### src/rtl/mdio_mgmt_pkg.sv
package mdio_mgmt_pkg;

    typedef enum logic [3:0] {
        ST_PREAMBLE,
        ST_START,
        ST_OPCODE,
        ST_PHYADDR,
        ST_REGADDR,
        ST_TURN_RD,
        ST_TURN_WR,
        ST_READ_DATA,
        ST_WRITE_DATA
    } mdio_state_e;

    // opcode pair as received, first bit in [1]
    localparam logic [1:0] OPC_READ  = 2'b10;
    localparam logic [1:0] OPC_WRITE = 2'b01;

    // control register field positions (decoded by the repeater cores)
    localparam int BIT_NOPART10  = 1;
    localparam int BIT_NOPART100 = 2;
    localparam int BIT_NOJAB10   = 3;
    localparam int BIT_NOJAB100  = 4;
    localparam int BIT_CLIMSEL   = 9;

endpackage

### src/rtl/mdio_frame_fsm.sv
module mdio_frame_fsm
    import mdio_mgmt_pkg::*;
#(
    parameter int          DW       = 16,
    parameter int          AW       = 5,
    parameter int          PRE_MIN  = 32,
    parameter logic [4:0]  PHY_ADDR = 5'h1F
) (
    input  logic          mdc,
    input  logic          rst_n,
    input  logic          mdio_in,
    input  logic [DW-1:0] rd_data,
    output logic [AW-1:0] reg_addr,
    output logic          wr_en,
    output logic [DW-1:0] wr_data,
    output logic          mdio_out,
    output logic          mdio_oe
);

    localparam int CW = $clog2(DW);
    localparam int PW = $clog2(PRE_MIN + 1);
    localparam logic [CW-1:0] CNT_ADR_LAST = CW'(AW - 1);
    localparam logic [CW-1:0] CNT_DAT_LAST = CW'(DW - 1);
    localparam logic [CW-1:0] CNT_TA_LAST  = CW'(1);
    localparam logic [PW-1:0] PRE_FULL     = PW'(PRE_MIN);

    mdio_state_e   state, nxt;
    logic [CW-1:0] bit_cnt;
    logic [PW-1:0] pre_cnt;
    logic          op_first;
    logic          is_read;
    logic [AW-1:0] phy_sh;
    logic [AW-1:0] reg_sh;
    logic [DW-1:0] sh;
    logic          pre_full;
    logic          op_ok;

    assign pre_full = (pre_cnt == PRE_FULL);
    assign op_ok    = ({op_first, mdio_in} == OPC_READ) ||
                      ({op_first, mdio_in} == OPC_WRITE);

    // state register
    always_ff @(posedge mdc or negedge rst_n) begin
        if (!rst_n) state <= ST_PREAMBLE;
        else        state <= nxt;
    end

    // transitions
    always_comb begin
        nxt = state;
        unique case (state)
            ST_PREAMBLE:   if (!mdio_in && pre_full) nxt = ST_START;
            ST_START:      nxt = mdio_in ? ST_OPCODE : ST_PREAMBLE;
            ST_OPCODE:     if (bit_cnt == CNT_TA_LAST)
                               nxt = op_ok ? ST_PHYADDR : ST_PREAMBLE;
            ST_PHYADDR:    if (bit_cnt == CNT_ADR_LAST) nxt = ST_REGADDR;
            ST_REGADDR:    if (bit_cnt == CNT_ADR_LAST) begin
                               if (phy_sh != PHY_ADDR) nxt = ST_PREAMBLE;
                               else if (is_read)       nxt = ST_TURN_RD;
                               else                    nxt = ST_TURN_WR;
                           end
            ST_TURN_RD:    if (bit_cnt == CNT_TA_LAST) nxt = ST_READ_DATA;
            ST_TURN_WR:    if (bit_cnt == CNT_TA_LAST) nxt = ST_WRITE_DATA;
            ST_READ_DATA:  if (bit_cnt == CNT_DAT_LAST) nxt = ST_PREAMBLE;
            ST_WRITE_DATA: if (bit_cnt == CNT_DAT_LAST) nxt = ST_PREAMBLE;
            default:       nxt = ST_PREAMBLE;
        endcase
    end

    // counters and shift registers
    always_ff @(posedge mdc or negedge rst_n) begin
        if (!rst_n) begin
            bit_cnt  <= '0;
            pre_cnt  <= '0;
            op_first <= 1'b0;
            is_read  <= 1'b0;
            phy_sh   <= '0;
            reg_sh   <= '0;
            sh       <= '0;
        end else begin
            bit_cnt <= (nxt != state) ? '0 : bit_cnt + 1'b1;

            if (state == ST_PREAMBLE && mdio_in) begin
                if (!pre_full) pre_cnt <= pre_cnt + 1'b1;
            end else begin
                pre_cnt <= '0;
            end

            unique case (state)
                ST_OPCODE: begin
                    if (bit_cnt == '0) op_first <= mdio_in;
                    else               is_read  <= op_first;
                end
                ST_PHYADDR:    phy_sh <= {phy_sh[AW-2:0], mdio_in};
                ST_REGADDR:    reg_sh <= {reg_sh[AW-2:0], mdio_in};
                ST_TURN_RD:    if (bit_cnt == CNT_TA_LAST) sh <= rd_data;
                ST_READ_DATA:  sh <= {sh[DW-2:0], 1'b0};
                ST_WRITE_DATA: sh <= {sh[DW-2:0], mdio_in};
                default:       ;
            endcase
        end
    end

    // outputs
    always_comb begin
        mdio_oe  = 1'b0;
        mdio_out = 1'b0;
        unique case (state)
            ST_TURN_RD:   mdio_oe = (bit_cnt == CNT_TA_LAST);
            ST_READ_DATA: begin
                mdio_oe  = 1'b1;
                mdio_out = sh[DW-1];
            end
            default:      ;
        endcase
    end

    assign reg_addr = reg_sh;
    assign wr_en    = (state == ST_WRITE_DATA) && (bit_cnt == CNT_DAT_LAST);
    assign wr_data  = {sh[DW-2:0], mdio_in};

endmodule

### src/rtl/mdio_ctrl_regs.sv
module mdio_ctrl_regs
    import mdio_mgmt_pkg::*;
#(
    parameter int DW     = 16,
    parameter int AW     = 5,
    parameter int LIM_W  = 8,
    parameter int LIM_LO = 64,
    parameter int LIM_HI = 128
) (
    input  logic             mdc,
    input  logic             rst_n,
    input  logic             wr_en,
    input  logic [DW-1:0]    wr_data,
    input  logic [AW-1:0]    reg_addr,
    input  logic [DW-1:0]    stat_1,
    input  logic [DW-1:0]    stat_2,
    output logic [DW-1:0]    rd_data,
    output logic             no_part_10,
    output logic             no_part_100,
    output logic             no_jab_10,
    output logic             no_jab_100,
    output logic [LIM_W-1:0] coll_limit
);

    localparam logic [DW-1:0] WMASK = (DW'(1) << BIT_NOPART10)  |
                                      (DW'(1) << BIT_NOPART100) |
                                      (DW'(1) << BIT_NOJAB10)   |
                                      (DW'(1) << BIT_NOJAB100)  |
                                      (DW'(1) << BIT_CLIMSEL);

    logic [DW-1:0] ctrl;
    logic          sel_ctrl;

    assign sel_ctrl = wr_en && (reg_addr == AW'(0));

    for (genvar i = 0; i < DW; i++) begin : g_bit
        if (WMASK[i]) begin : g_flop
            always_ff @(posedge mdc or negedge rst_n) begin
                if (!rst_n)        ctrl[i] <= 1'b0;
                else if (sel_ctrl) ctrl[i] <= wr_data[i];
            end
        end else begin : g_zero
            assign ctrl[i] = 1'b0;
        end
    end

    always_comb begin
        unique case (reg_addr)
            AW'(0):  rd_data = ctrl;
            AW'(1):  rd_data = stat_1;
            AW'(2):  rd_data = stat_2;
            default: rd_data = '0;
        endcase
    end

    assign no_part_10  = ctrl[BIT_NOPART10];
    assign no_part_100 = ctrl[BIT_NOPART100];
    assign no_jab_10   = ctrl[BIT_NOJAB10];
    assign no_jab_100  = ctrl[BIT_NOJAB100];
    assign coll_limit  = ctrl[BIT_CLIMSEL] ? LIM_W'(LIM_HI) : LIM_W'(LIM_LO);

endmodule

### src/rtl/mdio_mgmt_slave.sv
module mdio_mgmt_slave #(
    parameter int          DW       = 16,
    parameter int          AW       = 5,
    parameter int          PRE_MIN  = 32,
    parameter logic [4:0]  PHY_ADDR = 5'h1F,
    parameter int          LIM_W    = 8,
    parameter int          LIM_LO   = 64,
    parameter int          LIM_HI   = 128
) (
    input  logic             mdc,
    input  logic             rst_n,
    input  logic             mdio_in,
    input  logic [DW-1:0]    stat_1,
    input  logic [DW-1:0]    stat_2,
    output logic             mdio_out,
    output logic             mdio_oe,
    output logic             no_part_10,
    output logic             no_part_100,
    output logic             no_jab_10,
    output logic             no_jab_100,
    output logic [LIM_W-1:0] coll_limit
);

    logic [AW-1:0] reg_addr;
    logic          wr_en;
    logic [DW-1:0] wr_data;
    logic [DW-1:0] rd_data;

    mdio_frame_fsm #(
        .DW(DW), .AW(AW), .PRE_MIN(PRE_MIN), .PHY_ADDR(PHY_ADDR)
    ) fsm_i (
        .mdc(mdc), .rst_n(rst_n), .mdio_in(mdio_in), .rd_data(rd_data),
        .reg_addr(reg_addr), .wr_en(wr_en), .wr_data(wr_data),
        .mdio_out(mdio_out), .mdio_oe(mdio_oe)
    );

    mdio_ctrl_regs #(
        .DW(DW), .AW(AW), .LIM_W(LIM_W), .LIM_LO(LIM_LO), .LIM_HI(LIM_HI)
    ) regs_i (
        .mdc(mdc), .rst_n(rst_n), .wr_en(wr_en), .wr_data(wr_data),
        .reg_addr(reg_addr), .stat_1(stat_1), .stat_2(stat_2),
        .rd_data(rd_data), .no_part_10(no_part_10), .no_part_100(no_part_100),
        .no_jab_10(no_jab_10), .no_jab_100(no_jab_100), .coll_limit(coll_limit)
    );

endmodule

### config.mk
export PLATFORM = sky130hd
export DESIGN_NAME = mdio_mgmt_slave
export DESIGN_NICKNAME = d
export VERILOG_FILES = /design/src/rtl/mdio_mgmt_pkg.sv /design/src/rtl/mdio_frame_fsm.sv /design/src/rtl/mdio_ctrl_regs.sv /design/src/rtl/mdio_mgmt_slave.sv
export SDC_FILE = /design/constraint.sdc
export NUM_CORES = 1
export LEC_CHECK = 0
export CORE_MARGIN = 2
export CORE_UTILIZATION = 35
export CTS_BUF_LIST = sky130_fd_sc_hd__clkbuf_2
export CTS_CLUSTER_DIAMETER = 80
export CTS_CLUSTER_SIZE = 40
export DETAILED_ROUTE_END_ITERATION = 12
export GPL_ROUTABILITY_DRIVEN = 0
export PLACE_DENSITY_LB_ADDON = 0.15
export SKIP_LAST_GASP = 1
export SLEW_MARGIN = 20
export SYNTH_ARGS = -nofsm -noshare
export SYNTH_HDL_FRONTEND = slang
export SYNTH_SLANG_ARGS = --single-unit
### constraint.sdc
create_clock -name mdc -period 2.3 [get_ports mdc]
set_clock_uncertainty 0.2 [all_clocks]
set_input_delay 0.23 -clock mdc [delete_from_list [all_inputs] [get_ports mdc]]
set_output_delay 0.23 -clock mdc [all_outputs]
set_load 0.05 [all_outputs]
==> metrics.cfg, run 1 <==
[cts]
clkTransAtPathRegs_ns = 0.24
worst_skew_pair.late_latency_ns = 0.42
htreeDepth = 2
cts_buffers = 5
root_buffer = clkbuf_2
cts_sinks = 47
clockBufferDepth = 2
tritoncts = yes

[power]
p_clk_share_pct = 18.7
p_leak_nw = 1.54
internal-power_mw = 1.56
switching_share_pct = 33.8
p_sw_mw = 0.797
pwr_density_cell_nw_per_um2 = 665
ir_drop_mv = 0.476
combPwrFrac_pct = 36.0
pwr-share-seq_pct = 45.3

[synthesis]
yosys_most_used_dff = dfrtp_1
synth_top_area_share_pct = 42.5
synth_top_cell_by_area = dfrtp_1
async_flop_share_pct = 100
syn-instance-count = 281
yosys_register_bits = 47
synth-seq-area-share_pct = 42.5
yosysUniqueCellTypes = 55
synth_area_leaders = dfrtp_1, mux2_2, mux2i_1
synth-edff-count = 0
syn_area_um2 = 2770
yosysWarningCount = 0
avgSynthCellArea_um2 = 9.85

[placed_design]
portBuffers = 42
place_inst = 423
dpl_worst_slack_ns = -0.0276
placed_area_um2 = 3360
place.detailed.hpwl_um = 4780

[detailed_routing]
drtIter0Drc = 54
wl_per_cell_um = 14.6
viasPerCell = 5.20
drcViolationCount = 0
dr.pass1.iters = 4
drtAntennaViolNets = 0
routed_wl_um = 6400
vias = 2279

[final_layout]
nets = 376
final_layout_size_suffix_gt1_share_pct = 22.0
syn_to_final_growth_pct = 28.1
layout_commonest_cell = dfrtp_1
layout_common_cells = dfrtp_1, clkdlybuf4s50_1, buf_4, nor2_1
diodes = 0
design_area_um2 = 3540
fin_cells = 438

[floorplanning]
rows = 32
core_um2 = 7690
chipWidth_um = 92.9
die_area_um2 = 8640
dieHeight_um = 92.9
initial_core_util_pct = 36.0
io_pins = 49

[setup_path]
worstPathArrival_ns = 2.37
r2r_setup_slack_ns = 0.04
cp_top_family = simple AND/OR/NAND/NOR gates
required_ns = 2.41
startpoint_type = flop
cpPeakStageDelay_ns = 0.55
path_class = flop to flop
critPathCaptureType = flop
crit_buf_inv = 0
path_max_fanout = 5
cp_slowest_cell = or4b_4
path_cells = or4b_4, nor4b_4, and2b_1, o31a_1, nor4_2

[global_routing]
grt_overflow = 0
grt_pass1_wl_um = 10700
antenna_found_initial = 0
grt_usage_pct = 15.5
grt_max_degree = 24
first_global_vias = 2175

[sta]
worst_slew_pin_slew_ns = 0.526
setup_slack_ns = 0.0382
drv_slew = 0
clock.fmax_mhz = 442
min_period_ns = 2.26
rsz0062_at_grt = yes
min_period_over_period_pct = 98.3
finalSetupViolCount = 0
hold_slack_ns = 0.0812
finalHoldViolations = 0
slew-limit-headroom_pct = 64.9

[outcome]
status = finished, final reports clean

[worst_hold_path]
hp-class = primary input to async pin

[job]
maxCapViolCount = 0

flip-flops by register name, indices dropped and copies added (netlist names):
name,count
fsm_i.reg_addr,5
fsm_i.bit_cnt,4
regs_i.no_jab_10,1
fsm_i.phy_sh,5
fsm_i.sh,16
fsm_i.state,4
regs_i.no_part_100,1
fsm_i.is_read,1
fsm_i.op_first,1
regs_i.no_part_10,1
regs_i.ctrl,1
fsm_i.pre_cnt,6
regs_i.no_jab_100,1
logic make-up after synthesis:
kind of cell	count (synthesis)	synth area share, %
AND/OR/NAND/NOR	90	18.2
AO/OA/AOI/OAI	67	17.3
flip-flops	47	42.5
buffers and inverters	36	6.60
multiplexers	27	10.5
XOR/XNOR	8	2.53
adder cells (fa/ha/maj)	5	2.26
other	1	0.135
path summary, 6_finish.rpt:
check | end | start | cells after the start
max reg2reg | fsm_i.bit_cnt[0]$_DFF_PN0_ | fsm_i.state[1]$_DFF_PN0_ | 5
min | fsm_i.sh[6]$_DFFE_PN0P_ | rst_n | 2
min in group mdc | fsm_i.sh[9]$_DFFE_PN0P_ | fsm_i.sh[9]$_DFFE_PN0P_ | 2
max in group asynchronous | fsm_i.bit_cnt[0]$_DFF_PN0_ | rst_n | 3
max | fsm_i.bit_cnt[0]$_DFF_PN0_ | fsm_i.state[1]$_DFF_PN0_ | 5
min reg2reg | fsm_i.sh[9]$_DFFE_PN0P_ | fsm_i.sh[9]$_DFFE_PN0P_ | 2
final cells by class:
cell class | instances | area, um^2
repair buffers | 70 | 661
multi-input cells | 203 | 1480
well taps | 102 | 128
clock buffers | 6 | 30.0
flip-flops and latches | 47 | 1180
clock inverters | 1 | 30.0
inverters | 9 | 33.8
fillers | 769 | 4140
cell usage after synthesis, drive strengths merged (3+ instances only):
library cell and count:
dfrtp 47, nor2 25, buf 17, mux2 16, nand2 16, a21oi 13, a22oi 11, mux2i 11
o21ai 11, a2bb2oi 10, clkbuf 10, inv 9, nand3 9, and3 5, ha 5, nor3 5
nor4 5, o2bb2ai 5, xnor2 4, xor2 4, nand3b 3, nor3b 3, nor4b 3, o21bai 3
o31a 3
what timing repair did:
action,CTS,global route
pin swaps,0,5
endpoints found under the hold margin,35,0
cloned,0,0
hold buffers,1,0
setup buffers,1,6
setup endpoints to repair,4,8
resized for setup,4,16
power groups by stage:
stage | sequential, mW | combinational, mW | clock, mW
final | 1.07 | 0.848 | 0.442
after global routing | 1.09 | 0.947 | 0.501
after CTS | 1.06 | 0.756 | 0.461
after detailed placement | 1.07 | 0.719 | 0
after global placement | 1.06 | 0.713 | 0
after floorplan | 1.02 | 0.536 | 0
per-stage QoR:
stage | TNS (ns) | util, % | total power, mW
final | 0 | 46.1 | 2.36
after global placement | 0 | 43.8 | 1.78
after detailed placement | -0.0489 | 43.8 | 1.79
after CTS | 0 | 44.9 | 2.28
after global routing | -0.177 | 46.1 | 2.54
after floorplan | 0 | - | 1.56
per-layer routing:
layer  track usage (%)  share of wire, %  vias to the layer above
li1                  -                 -                     1123
met1              20.9                48                     1093
met2              25.9                46                       55
met3              2.44               4.6                        8
met4              4.41               1.2                        0
met5                 0                 0                        -
Power figures use the tool's default switching activity.
==> run 2, diff against run 1 <==
--- a/config.mk
+++ b/config.mk
@@ -5,6 +5,7 @@
 export SDC_FILE = /design/constraint.sdc
 export NUM_CORES = 1
 export LEC_CHECK = 0
+export CAP_MARGIN = 40
 export CORE_MARGIN = 2
 export CORE_UTILIZATION = 35
 export CTS_BUF_LIST = sky130_fd_sc_hd__clkbuf_2
==> results of run 2 <==
Same layout as run 1: the final DEF is identical, and so are final timing and power.
